## src/rtl/llsc_pkg.sv

```systemverilog
package llsc_pkg;
   typedef enum logic [1:0] {
      OP_LOAD  = 2'b00,
      OP_STORE = 2'b01,
      OP_LINK  = 2'b10,
      OP_COND  = 2'b11
   } llsc_op_e;
endpackage

```

## src/rtl/llsc_prio_arb.sv

```systemverilog
module llsc_prio_arb #(
   parameter int N    = 4,
   localparam int IDXW = (N > 1) ? $clog2(N) : 1
) (
   input  logic            clk,
   input  logic            rst_n,
   input  logic [N-1:0]    req,
   output logic [N-1:0]    grant,
   output logic [IDXW-1:0] idx,
   output logic            any
);
   logic [IDXW-1:0] sel;
   logic            hit;

   // Lowest index wins: scan downward so the last hit is the smallest.
   always_comb begin
      sel = '0;
      hit = 1'b0;
      for (int i = N - 1; i >= 0; i--) begin
         if (req[i]) begin
            sel = IDXW'(i);
            hit = 1'b1;
         end
      end
   end

   assign idx   = sel;
   assign any   = hit;
   assign grant = hit ? (N'(1) << sel) : '0;

   p_grant_onehot_r2: assert property (@(posedge clk) disable iff (!rst_n)
      $onehot0(grant));
   p_grant_subset_r2: assert property (@(posedge clk) disable iff (!rst_n)
      (grant & ~req) == '0);
   p_grant_live_r2: assert property (@(posedge clk) disable iff (!rst_n)
      (|req) |-> (|grant));
endmodule

```

## src/rtl/llsc_resv_slot.sv

```systemverilog
module llsc_resv_slot #(
   parameter int AW = 3
) (
   input  logic          clk,
   input  logic          rst_n,
   input  logic          ctx,
   input  logic          link_set,
   input  logic          cond_done,
   input  logic          snoop_we,
   input  logic [AW-1:0] snoop_addr,
   input  logic [AW-1:0] link_addr,
   output logic          held,
   output logic [AW-1:0] held_addr
);
   logic          flag_q;
   logic [AW-1:0] addr_q;
   logic          flag_d;

   // Ordering: switch beats everything, then a new link, then the clears.
   always_comb begin
      flag_d = flag_q;
      if (ctx)
         flag_d = 1'b0;
      else if (link_set)
         flag_d = 1'b1;
      else if (cond_done)
         flag_d = 1'b0;
      else if (snoop_we && (snoop_addr == addr_q))
         flag_d = 1'b0;
   end

   always_ff @(posedge clk) begin
      if (!rst_n) begin
         flag_q <= 1'b0;
         addr_q <= '0;
      end else begin
         flag_q <= flag_d;
         if (link_set)
            addr_q <= link_addr;
      end
   end

   assign held      = flag_q;
   assign held_addr = addr_q;

   p_ctx_clears_r9: assert property (@(posedge clk) disable iff (!rst_n)
      ctx |=> !held);
   p_cond_clears_r7: assert property (@(posedge clk) disable iff (!rst_n)
      cond_done |=> !held);
   p_snoop_clears_r8: assert property (@(posedge clk) disable iff (!rst_n)
      (held && snoop_we && !link_set && snoop_addr == held_addr) |=> !held);
endmodule

```

## src/rtl/llsc_word_store.sv

```systemverilog
module llsc_word_store #(
   parameter int AW = 3,
   parameter int DW = 8,
   localparam int DEPTH = 1 << AW
) (
   input  logic          clk,
   input  logic          rst_n,
   input  logic          we,
   input  logic [AW-1:0] addr,
   input  logic [DW-1:0] wdata,
   output logic [DW-1:0] rdata
);
   logic [DW-1:0] mem [DEPTH];

   always_ff @(posedge clk) begin
      if (!rst_n) begin
         for (int i = 0; i < DEPTH; i++)
            mem[i] <= '0;
      end else if (we) begin
         mem[addr] <= wdata;
      end
   end

   assign rdata = mem[addr];

   p_write_lands_r4: assert property (@(posedge clk) disable iff (!rst_n)
      we |=> (mem[$past(addr)] == $past(wdata)));
endmodule

```

## src/rtl/llsc_monitor.sv

```systemverilog
module llsc_monitor #(
   parameter int NPORTS = 4,
   parameter int ADDR_W = 3,
   parameter int DATA_W = 8,
   localparam int IDXW  = (NPORTS > 1) ? $clog2(NPORTS) : 1
) (
   input  logic                       clk,
   input  logic                       rst_n,
   input  logic [NPORTS-1:0]          req_valid,
   input  logic [2*NPORTS-1:0]        req_op,
   input  logic [ADDR_W*NPORTS-1:0]   req_addr,
   input  logic [DATA_W*NPORTS-1:0]   req_wdata,
   input  logic [NPORTS-1:0]          ctx_switch,
   output logic [NPORTS-1:0]          req_grant,
   output logic [NPORTS-1:0]          rsp_valid,
   output logic [DATA_W-1:0]          rsp_data,
   output logic                       rsp_sc_ok
);
   import llsc_pkg::*;

   if (NPORTS < 2) begin : g_bad_ports
      $error("llsc_monitor: NPORTS must be at least 2");
   end
   if (ADDR_W < 1 || ADDR_W > 12) begin : g_bad_addr
      $error("llsc_monitor: ADDR_W out of range");
   end
   if (DATA_W < 1) begin : g_bad_data
      $error("llsc_monitor: DATA_W must be positive");
   end

   llsc_op_e             op_a    [NPORTS];
   logic [ADDR_W-1:0]    addr_a  [NPORTS];
   logic [DATA_W-1:0]    wdata_a [NPORTS];
   logic [NPORTS-1:0]    held;
   logic [ADDR_W-1:0]    held_addr [NPORTS];

   for (genvar gp = 0; gp < NPORTS; gp++) begin : g_unpack
      assign op_a[gp]    = llsc_op_e'(req_op[gp*2 +: 2]);
      assign addr_a[gp]  = req_addr[gp*ADDR_W +: ADDR_W];
      assign wdata_a[gp] = req_wdata[gp*DATA_W +: DATA_W];
   end

   logic [IDXW-1:0] gidx;
   logic            gany;

   llsc_prio_arb #(.N(NPORTS)) u_arb (
      .clk   (clk),
      .rst_n (rst_n),
      .req   (req_valid),
      .grant (req_grant),
      .idx   (gidx),
      .any   (gany)
   );

   llsc_op_e          sel_op;
   logic [ADDR_W-1:0] sel_addr;
   logic [DATA_W-1:0] sel_wdata;
   logic              fire_load, fire_store, fire_link, fire_cond;
   logic              cond_ok, mem_we;
   logic [DATA_W-1:0] mem_rdata;

   assign sel_op    = op_a[gidx];
   assign sel_addr  = addr_a[gidx];
   assign sel_wdata = wdata_a[gidx];

   assign fire_load  = gany && (sel_op == OP_LOAD);
   assign fire_store = gany && (sel_op == OP_STORE);
   assign fire_link  = gany && (sel_op == OP_LINK);
   assign fire_cond  = gany && (sel_op == OP_COND);

   // Conditional store succeeds only on an intact, matching reservation.
   assign cond_ok = fire_cond && held[gidx] && !ctx_switch[gidx]
                    && (held_addr[gidx] == sel_addr);
   assign mem_we  = fire_store || cond_ok;

   for (genvar gs = 0; gs < NPORTS; gs++) begin : g_slot
      llsc_resv_slot #(.AW(ADDR_W)) u_slot (
         .clk        (clk),
         .rst_n      (rst_n),
         .ctx        (ctx_switch[gs]),
         .link_set   (fire_link && req_grant[gs]),
         .cond_done  (fire_cond && req_grant[gs]),
         .snoop_we   (mem_we && !req_grant[gs]),
         .snoop_addr (sel_addr),
         .link_addr  (sel_addr),
         .held       (held[gs]),
         .held_addr  (held_addr[gs])
      );
   end

   llsc_word_store #(.AW(ADDR_W), .DW(DATA_W)) u_mem (
      .clk   (clk),
      .rst_n (rst_n),
      .we    (mem_we),
      .addr  (sel_addr),
      .wdata (sel_wdata),
      .rdata (mem_rdata)
   );

   always_ff @(posedge clk) begin
      if (!rst_n) begin
         rsp_valid <= '0;
         rsp_data  <= '0;
         rsp_sc_ok <= 1'b0;
      end else begin
         rsp_valid <= req_grant;
         rsp_data  <= (fire_load || fire_link) ? mem_rdata : '0;
         rsp_sc_ok <= cond_ok;
      end
   end

   p_rsp_follows_r3: assert property (@(posedge clk) disable iff (!rst_n)
      1'b1 |=> (rsp_valid == $past(req_grant)));
   p_ok_needs_rsp_r6: assert property (@(posedge clk) disable iff (!rst_n)
      rsp_sc_ok |-> ($countones(rsp_valid) == 1));
   p_ok_needs_resv_r6: assert property (@(posedge clk) disable iff (!rst_n)
      (fire_cond && !held[gidx]) |=> !rsp_sc_ok);
   p_switch_blocks_r9: assert property (@(posedge clk) disable iff (!rst_n)
      (fire_cond && ctx_switch[gidx]) |=> !rsp_sc_ok);
endmodule

```

## config.mk

```make
export PLATFORM = sky130hd
export DESIGN_NAME = llsc_monitor
export DESIGN_NICKNAME = d
export VERILOG_FILES = /design/src/rtl/llsc_pkg.sv /design/src/rtl/llsc_prio_arb.sv /design/src/rtl/llsc_resv_slot.sv /design/src/rtl/llsc_word_store.sv /design/src/rtl/llsc_monitor.sv
export SDC_FILE = /design/constraint.sdc
export NUM_CORES = 1
export LEC_CHECK = 0
export BUFFER_PORTS_ARGS = -buffer_cell sky130_fd_sc_hd__buf_2
export CAP_MARGIN = 20
export CORE_MARGIN = 2
export CORE_UTILIZATION = 55
export CTS_BUF_LIST = sky130_fd_sc_hd__clkbuf_2
export DETAILED_ROUTE_END_ITERATION = 10
export GPL_ROUTABILITY_DRIVEN = 0
export PLACE_DENSITY_LB_ADDON = 0.15
export REMOVE_ABC_BUFFERS = 1
export SLEW_MARGIN = 20
export SYNTH_ARGS = -nofsm -noshare
export SYNTH_HDL_FRONTEND = slang
export SYNTH_SLANG_ARGS = --single-unit
```

## constraint.sdc

```tcl
create_clock -name clk -period 5 [get_ports clk]
set_clock_uncertainty 0.2 [all_clocks]
set_input_delay 1 -clock clk [delete_from_list [all_inputs] [get_ports clk]]
set_output_delay 1 -clock clk [all_outputs]
set_load 0.05 [all_outputs]
```

# Yosys cells after proc, flatten, opt, wreduce, memory -nomap -nowiden
# Memory sizes are Yosys's and may differ from the RTL's. A register that Yosys moved wholly into a read port is not among the register bits.
# Cells that the tools add are included.
# word_totals
input_bits,62
out_inout_bits,17
mem_bits_rw,64
reg_bits,21
wordCells,110
n_memories,1
# memory_table
memory,depth,word_bits,rd,rd_ports_with_merged_regs,write_ports,line_no,rtl
u_mem.mem,8,8,1,1,8,llsc_word_store.sv:13,logic [DW-1:0] mem [DEPTH];
# classes
n_lt_le_gt_ge,2
reduce_logical,42
n_shift,1
n_bitwise,2
eq_ne,8
n_mux,44
# ops
cell,count
8-bit 2-to-1 mux,3
1-bit logical AND,23
1-bit 2-to-1 mux,23
8-bit binary-select mux with 2-bit select,1
3-bit equality test,5
3-bit 2-to-1 mux,5
3-bit binary-select mux with 2-bit select,2
2-bit 2-to-1 mux,6
3-bit nonzero test,4
2-bit OR reduction,4
8-bit OR reduction,1
1-bit zero test,6
1-bit binary-select mux with 2-bit select,2
2-bit binary-select mux with 2-bit select,1
2-bit equality test (second input constant),2
4-bit 2-to-1 mux,1
1-bit by 2-bit left shift with 4-bit output (first input constant),1
3-bit >= comparator (second input constant),1
2-bit by 3-bit < comparator with 1-bit output (second input constant),1
2-bit inverter with 3-bit output,1
2-bit by 1-bit equality test with 1-bit output (second input constant),1
2-bit zero test,1
1-bit logical OR,2
2-bit AND reduction,1
1-bit inverter,1

# Depth between registers and ports, before layout
# logic_depth
word_depth,19
ltp_mapped,11
mapped_depth_nobuf,8

# Modules after synthesis
# From an unflattened synthesis, not the netlist that was laid out.
# unflattened
cells_unflattened,365
area_unflattened_um2,4792.1
# modules_own_cells
mod,n_inst,seq_area_each_um2,cells_per_inst,area_each_um2
llsc_word_store,1,1921.8,193,2960.3
llsc_monitor,1,260.2,85,960.9
llsc_resv_slot,4,80.1,19,205.2
llsc_prio_arb,1,0.0,11,50.0

# Least setup slack after synthesis
# OpenSTA, ideal clock, no wires.
# synth_timing
kind,input-to-reg
startpoint,in req_valid[2]
endpoint,"mem u_mem.mem[6][0], enable pin"
path_slack_ns,0.777
cell_stages,7
arrival_ns,3.625
required_ns,4.402
n_path_buf,1
setup_ns,0.398
cell_sequence,buf_2 -> nor3b_4 -> a221oi_2 -> xor2_1 -> a211oi_2 -> a41oi_1 -> o41ai_1
# synth_rtl
element,line_no,rtl
start: declaration,llsc_monitor.sv:9,"input logic [NPORTS-1:0] req_valid,"
end: declaration,llsc_word_store.sv:13,

==> reports/summary.json <==
{
  "run_status": {
    "outcome": "finished, final reports clean"
  },
  "worst_setup_path": {
    "r2r-start": "g_slot[0].u_slot.held_addr[1]",
    "rr_endpoint": "u_mem.mem[3][1]",
    "stages_on_worst_setup_path": 8,
    "critical_path.top_delay_family": "compound AO/OA/AOI/OAI gates",
    "crit_path_start": "req_valid[2]",
    "worst_setup_path_end_kind": "register",
    "reg2reg_setup_slack_ns": 1.70,
    "rr_worst_depth": 7,
    "bufs_and_invs_on_worst_path": 2,
    "critical_path_arrival_ns": 4.03,
    "cp_slowest_stage_delay_ns": 0.57,
    "crit_chain": "buf_2 > nor3b_4 > a221oi_2 > xor2_1 > a211oi_2 > nand4_1 > a221oi_1 > buf_4",
    "crit_required_ns": 5.12,
    "critical_path_peak_fanout": 27,
    "startpoint_type": "input pin",
    "critical_path_class": "in2reg",
    "timing.critical_path.to": "u_mem.mem[3][1]",
    "cp_slowest_cell": "sky130_fd_sc_hd__a221oi_1"
  },
  "timing": {
    "report.final.hold_viol_count": 0,
    "finalSetupViolCount": 0,
    "post-route-worst-setup-slack_ns": 1.09,
    "fin_setup_tns_ns": 0,
    "fin_crit_sh": 0.782,
    "finalCriticalPeriod_ns": 3.91,
    "final-max-slew-violation-count": 0,
    "rsz0062_at_grt": "no",
    "worst_pin_slew_ns": 0.858,
    "fmax_ghz": 0.256,
    "timing.max_slew.rel_slack": 0.426
  },
  "power_and_ir_drop": {
    "fin_total_pwr_mw": 1.70,
    "vdd_ir_drop_max_uv": 139,
    "powerDensity_nw_per_um2": 288,
    "power_leakage_nw": 2.03
  },
  "synth": {
    "synth_cell_types": 65,
    "synth.yosys.warnings": 0,
    "cell_area_after_technology_mapping_um2": 5300,
    "synth_edf_count": 64,
    "synth.top_cells.by_area": "sky130_fd_sc_hd__edfxtp_1, sky130_fd_sc_hd__dfxtp_1, sky130_fd_sc_hd__mux4_2",
    "synth_top_cell_by_area": "sky130_fd_sc_hd__edfxtp_1",
    "mean_instance_size_in_the_synthesized_netlist_um2": 10.7,
    "syn-instance-count": 496,
    "ys_seq_elements": 93,
    "synth_largest_type_area_fraction": 0.363,
    "async_flop_share": 0,
    "synth_top_flop_cell": "sky130_fd_sc_hd__edfxtp_1",
    "seq_total_area_yosys": 0.472
  },
  "drt": {
    "route.detailed.drc": 0,
    "dr_vias_cell": 6.21,
    "drtPass1Iterations": 5,
    "detail_route.iter0.violations": 330,
    "drt.antenna.violating_nets": 0,
    "drt-wirelength-per-cell_um": 19.4,
    "routed-via-count": 4350,
    "drt-total-wl_um": 13600
  },
  "floorplan": {
    "initial_utilization": 0.571,
    "core_region_area_um2": 9280,
    "pin_count": 79,
    "std_cell_rows": 35,
    "die_height_um": 102,
    "fp.dieArea_um2": 10400,
    "chipWidth_um": 102
  },
  "final_layout": {
    "multiInputGateArea_um2": 2480,
    "mostFrequentLayoutCell": "sky130_fd_sc_hd__buf_2",
    "final-seq-area_um2": 2500,
    "drive_above_1_share": 0.273,
    "leading_cell_types_in_the_layout_fill_and_taps_excluded": "sky130_fd_sc_hd__buf_2, sky130_fd_sc_hd__edfxtp_1, sky130_fd_sc_hd__nor3_1",
    "n_fill_cell": 805,
    "layout-area-overhead-vs-synth_pct": 11.4,
    "layout.nets": 629,
    "n_antenna_cell": 0
  },
  "clock_network": {
    "cts_sinks": 93,
    "clock_path_buffers": 2,
    "htree_levels": 3,
    "cts-root-buf": "sky130_fd_sc_hd__clkbuf_2",
    "clkLatencyLatePin_ns": 0.59,
    "cts_made_buffers": 9,
    "cts_clk_pin_slew_worst_paths_ns": 0.27,
    "cts-hold-fix-buffers": 0,
    "post_cts_resize_count": 0,
    "post-cts-setup-buffers": 0,
    "clock_tree_from_tritoncts": "built"
  },
  "global_routing": {
    "grt_max_degree": 49,
    "grt_util_all_layers": 0.274,
    "grt_overflow": 0,
    "grt_pass1_vias": 4161,
    "grt_pass1_wl_um": 21700,
    "number_of_antenna_violations_at_the_first_check_in_global_routing": 0
  },
  "min_path": {
    "hold_class": "reg2reg"
  },
  "placed_design": {
    "placement.setup.worst_slack_ns": 0.495,
    "detailed_place_hpwl_um": 9810,
    "placement.io_buffers": 78
  },
  "flow_run": {
    "maxCapViolCount": 0
  }
}
## state kept, by name, summed over array words and instances, names as in the netlist
register,cells
g_slot.u_slot.held,4
g_slot.u_slot.held_addr,12
rsp_data,8
rsp_sc_ok,1
rsp_valid,4
u_mem.mem,64
## power breakdown
part	internal, mW	switching (mW)
Clock	0.0809	0.289
Combinational	0.157	0.263
Sequential	0.895	0.0176
Total	1.13	0.570
## metal layers
| metal | vias up | routed length, um | global-route usage |
|---|---|---|---|
| met4 | 0 | 327 | 0.115 |
| li1 | 2031 | - | - |
| met1 | 2104 | 5830 | 0.381 |
| met3 | 30 | 886 | 0.0369 |
| met5 | - | 0 | 0 |
| met2 | 185 | 6530 | 0.436 |
## worst min-delay path by stage
stage                                   from                             to  slack [ns]  cells after the start
3_3_place_gp   g_slot[2].u_slot.held_addr[0]  g_slot[2].u_slot.held_addr[0]        0.28                      2
3_5_place_dp   g_slot[2].u_slot.held_addr[0]  g_slot[2].u_slot.held_addr[0]        0.29                      2
4_1_cts        g_slot[0].u_slot.held_addr[2]  g_slot[0].u_slot.held_addr[2]        0.32                      2
5_1_grt        g_slot[0].u_slot.held_addr[2]  g_slot[0].u_slot.held_addr[2]        0.35                      2
6_report       g_slot[0].u_slot.held_addr[2]  g_slot[0].u_slot.held_addr[2]        0.32                      2
2_1_floorplan  g_slot[2].u_slot.held_addr[0]  g_slot[2].u_slot.held_addr[0]        0.26                      2
## cell type report
type | instances | area share
flip-flops and latches | 93 | 0.424
multi-input cells | 345 | 0.420
repair buffers | 104 | 0.101
well taps | 129 | 0.0273
clock inverters | 7 | 0.0114
inverters | 14 | 0.00889
clock buffers | 9 | 0.00762
## through the flow
stage | hold WS [ns] | utilization | std cells | area (um2)
final | 0.323 | 0.636 | 701 | 5910
after global routing | 0.348 | 0.636 | 701 | 5910
after CTS | 0.320 | 0.636 | 701 | 5910
after detailed placement | 0.288 | 0.624 | 685 | 5800
after global placement | 0.275 | 0.624 | 685 | 5800
after floorplan | 0.264 | - | 452 | 5020
## cells in the mapped netlist, types with 4 or more instances
master / count
sky130_fd_sc_hd__buf_6: 8
sky130_fd_sc_hd__buf_2: 17
sky130_fd_sc_hd__nor4_1: 7
sky130_fd_sc_hd__dfxtp_1: 29
sky130_fd_sc_hd__o21ai_0: 6
sky130_fd_sc_hd__nor2b_1: 17
sky130_fd_sc_hd__buf_4: 5
sky130_fd_sc_hd__nand2b_1: 5
sky130_fd_sc_hd__a21oi_1: 18
sky130_fd_sc_hd__a22oi_1: 16
sky130_fd_sc_hd__mux4_2: 16
sky130_fd_sc_hd__nand2_1: 41
sky130_fd_sc_hd__nor3_1: 61
sky130_fd_sc_hd__a31oi_1: 6
sky130_fd_sc_hd__a22o_1: 8
sky130_fd_sc_hd__clkbuf_1: 13
sky130_fd_sc_hd__o22a_1: 8
sky130_fd_sc_hd__xnor2_1: 11
sky130_fd_sc_hd__a221oi_1: 9
sky130_fd_sc_hd__inv_1: 14
sky130_fd_sc_hd__and2_1: 4
sky130_fd_sc_hd__edfxtp_1: 64
sky130_fd_sc_hd__nor2_1: 33
sky130_fd_sc_hd__nor3_2: 9
sky130_fd_sc_hd__nand3_1: 5
sky130_fd_sc_hd__mux2i_1: 11
## logic make-up (layout without fill, tap and decap cells)
logic type	Yosys count	in the layout	synth area share
XOR/XNOR	13	13	0.0215
multiplexers	28	28	0.0909
AND/OR/NAND/NOR	201	201	0.203
AO/OA/AOI/OAI	103	103	0.150
flip-flops	93	93	0.472
buffers and inverters	58	134	0.0621
## tightest hold or removal path: stages (launching register included)
cell and delay [ns]:
sky130_fd_sc_hd__dfxtp_1 0.39, sky130_fd_sc_hd__o21ai_0 0.07, sky130_fd_sc_hd__a21oi_1 0.06
Power figures use the tool's default switching activity.
